File: src/rtl/wdog_pkg.sv
package wdog_pkg;

    localparam int          KEY_W    = 8;
    localparam int          RATE_W   = 2;
    localparam int          N_RATES  = 1 << RATE_W;
    localparam logic [KEY_W-1:0] KEY_ARM  = 8'h55;
    localparam logic [KEY_W-1:0] KEY_FIRE = 8'hAA;

    typedef logic [RATE_W-1:0] rate_t;

    typedef enum logic [0:0] {
        SEQ_IDLE  = 1'b0,
        SEQ_ARMED = 1'b1
    } seq_state_e;

    typedef struct packed {
        seq_state_e nxt;
        logic       fire;
    } seq_step_t;

    // Next key-sequence state for one write to the service register.
    function automatic seq_step_t seq_step(seq_state_e cur, logic [KEY_W-1:0] d);
        seq_step_t s;
        s.fire = 1'b0;
        s.nxt  = SEQ_IDLE;
        if (d == KEY_ARM) begin
            s.nxt = SEQ_ARMED;
        end else if (d == KEY_FIRE && cur == SEQ_ARMED) begin
            s.fire = 1'b1;
        end
        return s;
    endfunction

endpackage

File: src/rtl/wdog_key_seq.sv
module wdog_key_seq
    import wdog_pkg::*;
#(
    parameter int              ADDR_W   = 8,
    parameter logic [ADDR_W-1:0] SVC_ADDR = '0
) (
    input  logic              clk,
    input  logic              rst,
    input  logic              wr_en,
    input  logic [ADDR_W-1:0] wr_addr,
    input  logic [KEY_W-1:0]  wr_data,
    output logic              svc_clr
);

    seq_state_e st_q;
    seq_step_t  step;
    logic       hit;

    assign hit = wr_en && (wr_addr == SVC_ADDR);

    always_comb step = seq_step(st_q, wr_data);

    always_ff @(posedge clk) begin
        if (rst) begin
            st_q    <= SEQ_IDLE;
            svc_clr <= 1'b0;
        end else begin
            svc_clr <= hit && step.fire;
            if (hit) begin
                st_q <= step.nxt;
            end
        end
    end

endmodule

File: src/rtl/wdog_rate_lut.sv
module wdog_rate_lut
    import wdog_pkg::*;
#(
    parameter int BASE_LOG2 = 15,
    parameter int STEP_LOG2 = 2,
    parameter int CNT_W     = BASE_LOG2 + (N_RATES - 1) * STEP_LOG2
) (
    input  rate_t             rate_sel,
    output logic [CNT_W-1:0]  term
);

    logic [CNT_W-1:0] terms [N_RATES];

    for (genvar g = 0; g < N_RATES; g++) begin : g_rate
        localparam int LOG2 = BASE_LOG2 + g * STEP_LOG2;
        assign terms[g] = CNT_W'((64'd1 << LOG2) - 64'd1);
    end

    assign term = terms[rate_sel];

endmodule

File: src/rtl/wdog_counter.sv
module wdog_counter #(
    parameter int CNT_W = 21
) (
    input  logic             clk,
    input  logic             rst,
    input  logic             enable,
    input  logic             tick,
    input  logic             svc_clr,
    input  logic [CNT_W-1:0] term,
    output logic [CNT_W-1:0] cnt,
    output logic             expire
);

    always_ff @(posedge clk) begin
        if (rst || !enable) begin
            cnt    <= '0;
            expire <= 1'b0;
        end else if (svc_clr) begin
            cnt    <= '0;
            expire <= 1'b0;
        end else if (tick) begin
            if (cnt >= term) begin
                cnt    <= '0;
                expire <= 1'b1;
            end else begin
                cnt    <= cnt + 1'b1;
                expire <= 1'b0;
            end
        end else begin
            expire <= 1'b0;
        end
    end

endmodule

File: src/rtl/wdog_keyed.sv
module wdog_keyed
    import wdog_pkg::*;
#(
    parameter int                ADDR_W    = 8,
    parameter logic [ADDR_W-1:0] SVC_ADDR  = 8'h0C,
    parameter int                BASE_LOG2 = 15,
    parameter int                STEP_LOG2 = 2
) (
    input  logic              clk,
    input  logic              rst,
    input  logic              enable,
    input  logic [1:0]        rate_sel,
    input  logic              tick,
    input  logic              wr_en,
    input  logic [ADDR_W-1:0] wr_addr,
    input  logic [7:0]        wr_data,
    output logic              wdog_rst
);

    localparam int CNT_W = BASE_LOG2 + (N_RATES - 1) * STEP_LOG2;

    logic             svc_clr;
    logic [CNT_W-1:0] term;
    logic [CNT_W-1:0] cnt_q;

    wdog_key_seq #(
        .ADDR_W   (ADDR_W),
        .SVC_ADDR (SVC_ADDR)
    ) key_i (
        .clk     (clk),
        .rst     (rst),
        .wr_en   (wr_en),
        .wr_addr (wr_addr),
        .wr_data (wr_data),
        .svc_clr (svc_clr)
    );

    wdog_rate_lut #(
        .BASE_LOG2 (BASE_LOG2),
        .STEP_LOG2 (STEP_LOG2),
        .CNT_W     (CNT_W)
    ) lut_i (
        .rate_sel (rate_sel),
        .term     (term)
    );

    wdog_counter #(
        .CNT_W (CNT_W)
    ) cnt_i (
        .clk     (clk),
        .rst     (rst),
        .enable  (enable),
        .tick    (tick),
        .svc_clr (svc_clr),
        .term    (term),
        .cnt     (cnt_q),
        .expire  (wdog_rst)
    );

endmodule

File: config.mk
export PLATFORM = sky130hd
export DESIGN_NAME = wdog_keyed
export DESIGN_NICKNAME = d
export VERILOG_FILES = /design/src/rtl/wdog_pkg.sv /design/src/rtl/wdog_key_seq.sv /design/src/rtl/wdog_rate_lut.sv /design/src/rtl/wdog_counter.sv /design/src/rtl/wdog_keyed.sv
export SDC_FILE = /design/constraint.sdc
export NUM_CORES = 1
export LEC_CHECK = 0
export ABC_AREA = 1
export ABC_CLOCK_PERIOD_IN_PS = 1720
export BUFFER_PORTS_ARGS = -buffer_cell sky130_fd_sc_hd__buf_2
export CORE_MARGIN = 1.5
export CORE_UTILIZATION = 35
export CTS_CLUSTER_DIAMETER = 50
export CTS_CLUSTER_SIZE = 14
export DETAILED_ROUTE_END_ITERATION = 16
export HOLD_SLACK_MARGIN = 0.06
export PLACE_DENSITY = 0.51
export RECOVER_POWER = 50
export REMOVE_ABC_BUFFERS = 1
export SYNTH_ARGS = -nofsm -noshare
export SYNTH_HDL_FRONTEND = slang
export SYNTH_HIERARCHICAL = 1
export SYNTH_SLANG_ARGS = --single-unit
File: constraint.sdc
create_clock -name clk -period 1.72 [get_ports clk]
set_input_delay 0.258 -clock clk [delete_from_list [all_inputs] [get_ports clk]]
set_output_delay 0.258 -clock clk [all_outputs]
set_load 0.02 [all_outputs]
==> impl_metrics.yaml, run 1 <==
clock_network:
  numCtsBuffers: 3
  cts.sinks: 24
  cts.clk_slew.worst_paths_ps: 90
  cts_hold_buf: 0
  clock_latency_ps: 270
  htreeDepth: 1
  cts_tree: "done"
  root_buffer: "clkbuf_8"
  clockBufferDepth: 2
status:
  status: "finished clean"
power_and_ir_drop:
  internal-power_uw: 842
  p_total_mw: 1.12
  p_per_area_nw_per_um2: 420
  p_switching_uw: 280
  pwr-share-clk_pct: 34.8
  seqPwrFrac_pct: 49.4
  ir_drop_v: 0.000201
  swShare_pct: 24.9
  p_leak_nw: 1.45
  combPwrFrac_pct: 15.8
sta:
  finClkSkew_ps: 6.75
  grt_setup_unrepaired: "yes"
  fmax_ghz: 0.608
  drv_slew: 0
  finalSetupTns_ps: 0
  fin_crit_sh_pct: 95.6
  finalSetupViolations: 0
  final-hold-violation-count: 0
  fin_crit_ps: 1640
  whs_ps: 252
place:
  dp_hpwl_um: 3390
  port_buffers: 23
  gp_congestion: 0.800
  dp.cells: 443
worst_setup_path:
  critPathMaxFanout: 5
  r2r-start: "cnt_i/cnt[0]"
  worstSetupPathType: "reg -> reg"
  worst_setup_path_end_kind: "flop"
  startpoint_type: "flop"
  rrSetupSlack_ps: 80
  r2r_cells: 12
  critical_path_required_ps: 1880
  cp.arrival_ps: 1810
  r2r_end: "cnt_i/cnt[12]"
global_route:
  grt_pass1_wl_um: 7250
  gr-usage-met1_pct: 18.9
  track_usage_pct: 14.0
  antenna_found_initial: 0
  busiest_layer: "met2"
  grt-ovfl-total: 0
  grt_start_max_net_pins: 14
  grt.met2_usage_pct: 23.1
  met3_usage_pct: 1.56
  grt_pass1_vias: 1713
cells_and_area:
  fin_nets: 421
  layout-drive-gt1-share_pct: 29.6
  n_antenna_cell: 0
  fillers: 648
  syn2layout_area_growth_pct: 23.3
  final_cell_count_no_fill: 450
drt:
  drc: 0
  ant_nets: 0
  dr.pass1.iters: 4
  viasPerCell: 4.25
  avgRoutedWirePerCell_um: 9.24
  wl_um: 4160
  vias: 1911
  first_iter_violations: 39
floorplanning:
  die_area_sq_um: 6670
  core_sq_um: 5960
  ios: 24
  rows: 28
  die_h_um: 81.7
  initial_core_util_pct: 36.4
  die_w_um: 81.7
yosys:
  yosys_warnings: 6
  synth_top_area_share_pct: 22.2
  synthTopCellsByArea: "dfxtp_1, nand2_1, ha_1"
  postSynthCellCount: 333
  synth_area_leader_cell: "dfxtp_1"
  syn_area_per_cell_sq_um: 6.50
  synth_area_sq_um: 2170
  synth.distinct_cells: 31
  ys_ff_latch: 24
  synth-seq-area-share_pct: 22.2
worst_hold_path:
  min_delay_path_depth: 4
  worst_hold_path_type: "in -> reg"
  holdPathEnd: "key_i/svc_clr"
  hp-start: "wr_data[4]"
flow_run:
  maxCapViolations: 0
==> per-stage QoR <==
step                      area [sq um]  worst slack [ps]  util (%)
after floorplan                   2040               133         -
after global placement            2420             -63.9      40.7
after detailed placement          2420              -117      40.7
after CTS                         2480              45.1      41.6
after global routing              2670             -40.3      44.9
final                             2670              75.2      44.9
==> registers in the layout, summed over array words and instances (netlist names) <==
register	flops
cnt_i/cnt	21
key_i/svc_clr	1
cnt_i/expire	1
key_i/st_q	1
==> cell usage after synthesis (all sizes together) <==
library cell   n
mux2i          1
o21ai          6
a21oi          7
o21bai         1
a21o           1
nor2          57
nand4          6
ha            22
or2            1
inv           58
conb           1
nor3b          2
xnor2          3
nand2         96
buf           21
clkinv         1
a31o           1
dfxtp         24
nor3          10
xor2           5
nand3          9
==> critical path, cell delays in order, from the launching register on <==
cell and delay (ps):
dfxtp_2 350, inv_2 50, ha_4 250, nand2_2 50, nor2_2 100, nand2_1 90, nor2_1 110, nand2_1 60
nand4_1 100, nand2_2 80, nand2_4 110, clkbuf_16 160, nor2_2 30
==> worst max path at each step <==
stage                          endpoint  slack [ps]          start  cells after the start
after floorplan            cnt_i/cnt[0]         130    rate_sel[0]                     13
after global placement    cnt_i/cnt[16]         -60    rate_sel[1]                     15
after detailed placement  cnt_i/cnt[15]        -120    rate_sel[1]                     15
after CTS                 cnt_i/cnt[15]          50  cnt_i/cnt[20]                     11
after global routing      cnt_i/cnt[17]         -40   cnt_i/cnt[0]                     12
final                     cnt_i/cnt[12]          80   cnt_i/cnt[0]                     12
==> metal layers <==
metal  part of all wire (%)  vias to the layer above
li1                       -                     1071
met1                     52                      808
met2                     44                       28
met3                    2.6                        4
met4                    1.4                        0
met5                      0                        -
==> cell usage in the layout, fill, tap and decap left out, types with 3 or more instances in the layout <==
cell and n:
nand2_2 11, nand2_4 3, nor2_1 36, dfxtp_2 7
nor3_1 7, clkbuf_8 4, nand3_1 8, nor2_2 19
nand2_1 82, conb_1 15, ha_1 15, nand4_1 6
ha_4 7, a21oi_1 6, inv_1 56, xnor2_1 3
buf_2 22, dfxtp_1 14, buf_4 17, xor2_1 5
o21ai_0 6, dfxtp_4 3
==> layout make-up <==
| cell class | count | area, sq um | area share [%] |
|---|---|---|---|
| repair buffers | 45 | 329 | 12.3 |
| flip-flops and latches | 24 | 500 | 18.7 |
| well taps | 75 | 93.8 | 3.51 |
| multi-input cells | 243 | 1470 | 55.0 |
| clock buffers | 4 | 55.1 | 2.06 |
| inverters | 59 | 223 | 8.34 |
==> power by group through the flow <==
stage	Clock [mW]	Combinational [mW]	Sequential, mW
6_report	0.390	0.177	0.554
5_1_grt	0.422	0.204	0.554
4_1_cts	0.404	0.149	0.558
3_5_place_dp	0	0.149	0.571
3_3_place_gp	0	0.148	0.571
2_1_floorplan	0	0.0837	0.571
==> kinds of logic (layout without fill, tap and decap cells) <==
kind of cell	count (synthesis)	after routing	share of synthesized area, %
multiplexers	1	1	0.462
AO/OA/AOI/OAI	16	16	4.10
AND/OR/NAND/NOR	181	181	38.8
other	1	15	0.173
XOR/XNOR	8	8	3.24
adder cells (fa/ha/maj)	22	22	12.7
buffers and inverters	80	108	18.3
flip-flops	24	24	22.2
==> timing repair <==
action / in CTS / in global routing
setup endpoints to repair: 0 / 20
gates resized for setup: 0 / 39
buffers inserted: 0 / 2
Note: power is estimated with default switching activity, not from simulation.
==> run 2: changes to the inputs <==
--- a/config.mk
+++ b/config.mk
@@ -8,6 +8,7 @@
 export ABC_AREA = 1
 export ABC_CLOCK_PERIOD_IN_PS = 1720
 export BUFFER_PORTS_ARGS = -buffer_cell sky130_fd_sc_hd__buf_2
+export CORE_ASPECT_RATIO = 1.2
 export CORE_MARGIN = 1.5
 export CORE_UTILIZATION = 35
 export CTS_CLUSTER_DIAMETER = 50
==> impl_metrics.yaml, run 2 (synthesized netlist as in run 1, its figures left out) <==
sta:
  whs_ps: 242
  fin_crit_ps: 1640
  fin_crit_sh_pct: 95.4
  finClkSkew_ps: 6.80
  grt_setup_unrepaired: "yes"
  fmax_ghz: 0.610
  drv_slew: 0
  final-hold-violation-count: 0
  finalSetupViolations: 0
power_and_ir_drop:
  p_leak_nw: 1.44
  ir_drop_v: 0.000277
  p_total_mw: 1.24
  p_per_area_nw_per_um2: 443
cells_and_area:
  final_common_cell: "nand2_1"
  fillers: 634
  multiInputGateArea_sq_um: 1640
  n_antenna_cell: 0
  layout_common_cells: "nand2_1, inv_1, nor2_1"
  syn2layout_area_growth_pct: 29.2
  layout-drive-gt1-share_pct: 32.8
  largest_reg_flops: 21
  final_util_pct: 46.6
  fin_nets: 421
  largest_register: "cnt_i/cnt"
  seqCellArea_sq_um: 502
global_route:
  met3_usage_pct: 2.14
  gr-usage-met1_pct: 15.5
  antenna_found_initial: 0
  grt_pass1_wl_um: 7090
  grt-ovfl-total: 0
  grt.met2_usage_pct: 26.0
  busiest_layer: "met2"
  track_usage_pct: 13.6
  grt_start_max_net_pins: 20
  grt_pass1_vias: 1730
drt:
  first_iter_violations: 69
  wl_um: 4650
  viasPerCell: 4.29
  drc: 0
  avgRoutedWirePerCell_um: 10.2
  dr.pass1.iters: 4
  ant_nets: 0
  vias: 1962
worst_setup_path:
  cp.arrival_ps: 1840
  rrSetupSlack_ps: 80
  cp.depth: 10
  startpoint_type: "flop"
  worstSetupPathType: "reg -> reg"
  cp_top_family: "simple AND/OR/NAND/NOR gates"
  worst_setup_path_end_kind: "flop"
  crit_chain: "ha_1 -> nand2_1 -> nor2_1 -> nand2_1 -> nor2_1 -> nand2_1 -> nand4_1 -> nand2_4 -> nand2_8 -> nor2_4"
  r2r-start: "cnt_i/cnt[8]"
  r2r_end: "cnt_i/cnt[4]"
  critPathMaxFanout: 5
  cp.buffers_inverters: 0
  cp_common_cell: "nand2_1"
  critical_path_required_ps: 1920
  r2r_cells: 10
  worst_path_max_delay_cell: "dfxtp_1"
  critPathMaxStageDelay_ps: 320
place:
  port_buffers: 23
  gp_congestion: 0.755
  dp_hpwl_um: 3610
flow_run:
  maxCapViolations: 0
clock_network:
  cts.clk_slew.worst_paths_ps: 90
  clock_latency_ps: 270
  cts_tree: "done"
  clockBufferDepth: 2
  htreeDepth: 1
  cts.sinks: 24
  root_buffer: "clkbuf_8"
  numCtsBuffers: 3
floorplanning:
  ios: 24
  initial_core_util_pct: 36.0
  die_h_um: 89.2
  core_sq_um: 6010
  die_w_um: 74.8
  rows: 31
  die_area_sq_um: 6670
worst_hold_path:
  hp-start: "wr_data[4]"
  min_delay_path_depth: 4
  worst_hold_path_type: "in -> reg"
  holdPathEnd: "key_i/svc_clr"
status:
  status: "finished clean"
run 2: worst reg2reg max path, stage by stage (launching register included):
cell	delay (ps)
dfxtp_1	320
ha_1	310
nand2_1	100
nor2_1	50
nand2_1	70
nor2_1	50
nand2_1	50
nand4_1	140
nand2_4	240
nand2_8	130
nor2_4	110
run 2: metrics by stage:
stage	setup TNS (ps)	setup slack [ps]	cells	cell area, sq um
2_1_floorplan	0	133	326	2040
3_3_place_gp	-1710	-102	447	2380
3_5_place_dp	-2660	-154	447	2380
4_1_cts	0	38.4	451	2460
5_1_grt	-160	-40.8	457	2800
6_report	0	79.3	457	2800
run 2: cell type report:
type	instances	share of cell area [%]
multi-input cells	246	58.6
well taps	82	3.67
flip-flops and latches	24	17.9
clock buffers	3	1.48
repair buffers	42	9.16
inverters	59	8.05
clock inverters	1	1.07
run 2: per-layer routing:
metal	routed length [um]	share of wire [%]
met1	1980	43
met5	0	0
met3	145	3.1
met4	25	0.54
met2	2490	54
run 2: where the power goes:
group | internal, mW | switching [mW]
Combinational | 0.0841 | 0.106
Clock | 0.311 | 0.185
Sequential | 0.554 | 0.00159
Total | 0.949 | 0.292
run 2: worst max-delay path by stage:
stage | start | slack [ps] | to
5_1_grt | cnt_i/cnt[3] | -40 | cnt_i/cnt[4]
3_3_place_gp | rate_sel[1] | -100 | cnt_i/cnt[18]
6_report | cnt_i/cnt[8] | 80 | cnt_i/cnt[4]
3_5_place_dp | rate_sel[1] | -150 | cnt_i/cnt[17]
4_1_cts | cnt_i/cnt[20] | 40 | cnt_i/cnt[1]
2_1_floorplan | rate_sel[0] | 130 | cnt_i/cnt[0]
run 2: what timing repair did:
| item | CTS | global route |
|---|---|---|
| endpoints found under the setup margin | 14 | 22 |
| hold buffers | 0 | 0 |
| buffers inserted | 0 | 3 |
| cloned | 0 | 3 |
| resized for setup | 1 | 57 |
| pin swaps | 0 | 19 |
==> run 3: changes to the inputs <==
--- a/config.mk
+++ b/config.mk
@@ -15,7 +15,7 @@
 export CTS_CLUSTER_SIZE = 14
 export DETAILED_ROUTE_END_ITERATION = 16
 export HOLD_SLACK_MARGIN = 0.06
-export PLACE_DENSITY = 0.51
+export PLACE_DENSITY = 0.59
 export RECOVER_POWER = 50
 export REMOVE_ABC_BUFFERS = 1
 export SYNTH_ARGS = -nofsm -noshare
==> impl_metrics.yaml, run 3 (synthesized netlist as in run 1, its figures left out) <==
power_and_ir_drop:
  p_per_area_nw_per_um2: 422
  swShare_pct: 25.3
  ir_drop_v: 0.000220
  p_total_mw: 1.13
  p_leak_nw: 1.44
  combPwrFrac_pct: 16.2
  seqPwrFrac_pct: 49.4
  p_switching_uw: 286
  internal-power_uw: 842
  pwr-share-clk_pct: 34.4
cells_and_area:
  syn2layout_area_growth_pct: 23.2
  final_cell_count_no_fill: 457
  layout-drive-gt1-share_pct: 27.7
  n_antenna_cell: 0
  final_common_cell: "nand2_1"
  largest_reg_flops: 21
  largest_register: "cnt_i/cnt"
  final_util_pct: 44.4
  layout_common_cells: "nand2_1, inv_1, nor2_1"
  fin_nets: 421
  fin_area_sq_um: 2670
  fillers: 617
global_route:
  grt_start_max_net_pins: 20
  grt_pass1_vias: 1835
  grt-ovfl-total: 0
  antenna_found_initial: 0
  track_usage_pct: 14.0
  grt_pass1_wl_um: 7160
worst_setup_path:
  cp.arrival_ps: 1830
  rrSetupSlack_ps: 60
  r2r_cells: 10
  worstSetupPathType: "reg -> reg"
  startpoint_type: "flop"
  critical_path_required_ps: 1880
  critPathMaxFanout: 5
  worst_setup_path_end_kind: "flop"
clock_network:
  cts.clk_slew.worst_paths_ps: 80
  htreeDepth: 1
  clock_latency_ps: 270
  numCtsBuffers: 3
  cts_tree: "done"
  cts.sinks: 24
  root_buffer: "clkbuf_8"
  clockBufferDepth: 2
place:
  port_buffers: 23
  dp_hpwl_um: 3370
  dp.cells: 447
  dpl-instance-area_sq_um: 2380
  gp_congestion: 0.881
sta:
  grt_setup_unrepaired: "yes"
  finClkSkew_ps: 7.09
  final-hold-violation-count: 0
  drv_slew: 0
  fin_crit_ps: 1660
  fin_crit_sh_pct: 96.6
  fmax_ghz: 0.602
  finalSetupViolations: 0
drt:
  avgRoutedWirePerCell_um: 9.76
  viasPerCell: 4.33
  dr.pass1.iters: 4
  ant_nets: 0
  wl_um: 4460
  drc: 0
  first_iter_violations: 36
  vias: 1979
flow_run:
  maxCapViolations: 0
worst_hold_path:
  worst_hold_path_type: "in -> reg"
  min_delay_path_depth: 4
status:
  status: "finished clean"
floorplanning:
  die_w_um: 74.8
  die_area_sq_um: 6670
  rows: 31
  die_h_um: 89.2
  ios: 24
  initial_core_util_pct: 36.0
  core_sq_um: 6010
-- run 3: stage by stage --
step	setup TNS, ps	worst slack (ps)	hold slack, ps
after global placement	-2250	-129	475
after CTS	0	33.9	241
final	0	57.8	248
after global routing	-102	-18.3	255
after detailed placement	-2940	-175	476
after floorplan	0	133	416
-- run 3: final timing paths --
path	start	end
setup / recovery	cnt_i/cnt[18]	cnt_i/cnt[11]
hold / removal	wr_data[4]	key_i/svc_clr
setup reg to reg	cnt_i/cnt[18]	cnt_i/cnt[11]
hold reg to reg	key_i/st_q	key_i/st_q
-- run 3: timing repair --
item | 4_1_cts | 5_1_grt
hold buffers | 0 | 0
buffers inserted | 0 | 3
pin swaps | 0 | 11
setup endpoints to repair | 17 | 22
resized for setup | 1 | 33
gates cloned | 0 | 3
-- run 3: power groups by stage --
stage / registers (mW) / clock network [mW] / logic, mW
global placement: 0.571 / 0 / 0.136
finish: 0.557 / 0.388 / 0.182
detailed placement: 0.571 / 0 / 0.138
CTS: 0.558 / 0.403 / 0.140
global route: 0.557 / 0.423 / 0.207
floorplan: 0.571 / 0 / 0.0837
-- run 3: final cells by class --
cell class / instances / area (sq um) / area share, %
sequential: 24 / 489 / 18.3
timing repair buffer: 42 / 256 / 9.61
inverter: 59 / 225 / 8.44
tap: 82 / 103 / 3.84
multi-input combinational: 246 / 1540 / 57.7
clock buffer: 4 / 55.1 / 2.06
-- run 3: worst max-delay path, cell delays in order (launching register included) --
cell,delay (ps)
dfxtp_1,350
ha_4,290
nand2_1,60
nor2_2,120
nand2_1,70
nor2_1,90
nand2_1,60
nand4_1,130
nand2_4,170
nand2_4,170
nor2_2,40
-- run 3: metal layers --
| layer | vias up | GRT usage, % | share of wire [%] |
|---|---|---|---|
| li1 | 1069 | - | - |
| met1 | 866 | 17.3 | 46 |
| met2 | 37 | 24.4 | 48 |
| met3 | 7 | 1.01 | 3.0 |
| met4 | 0 | 7.11 | 2.3 |
| met5 | - | 0 | 0 |
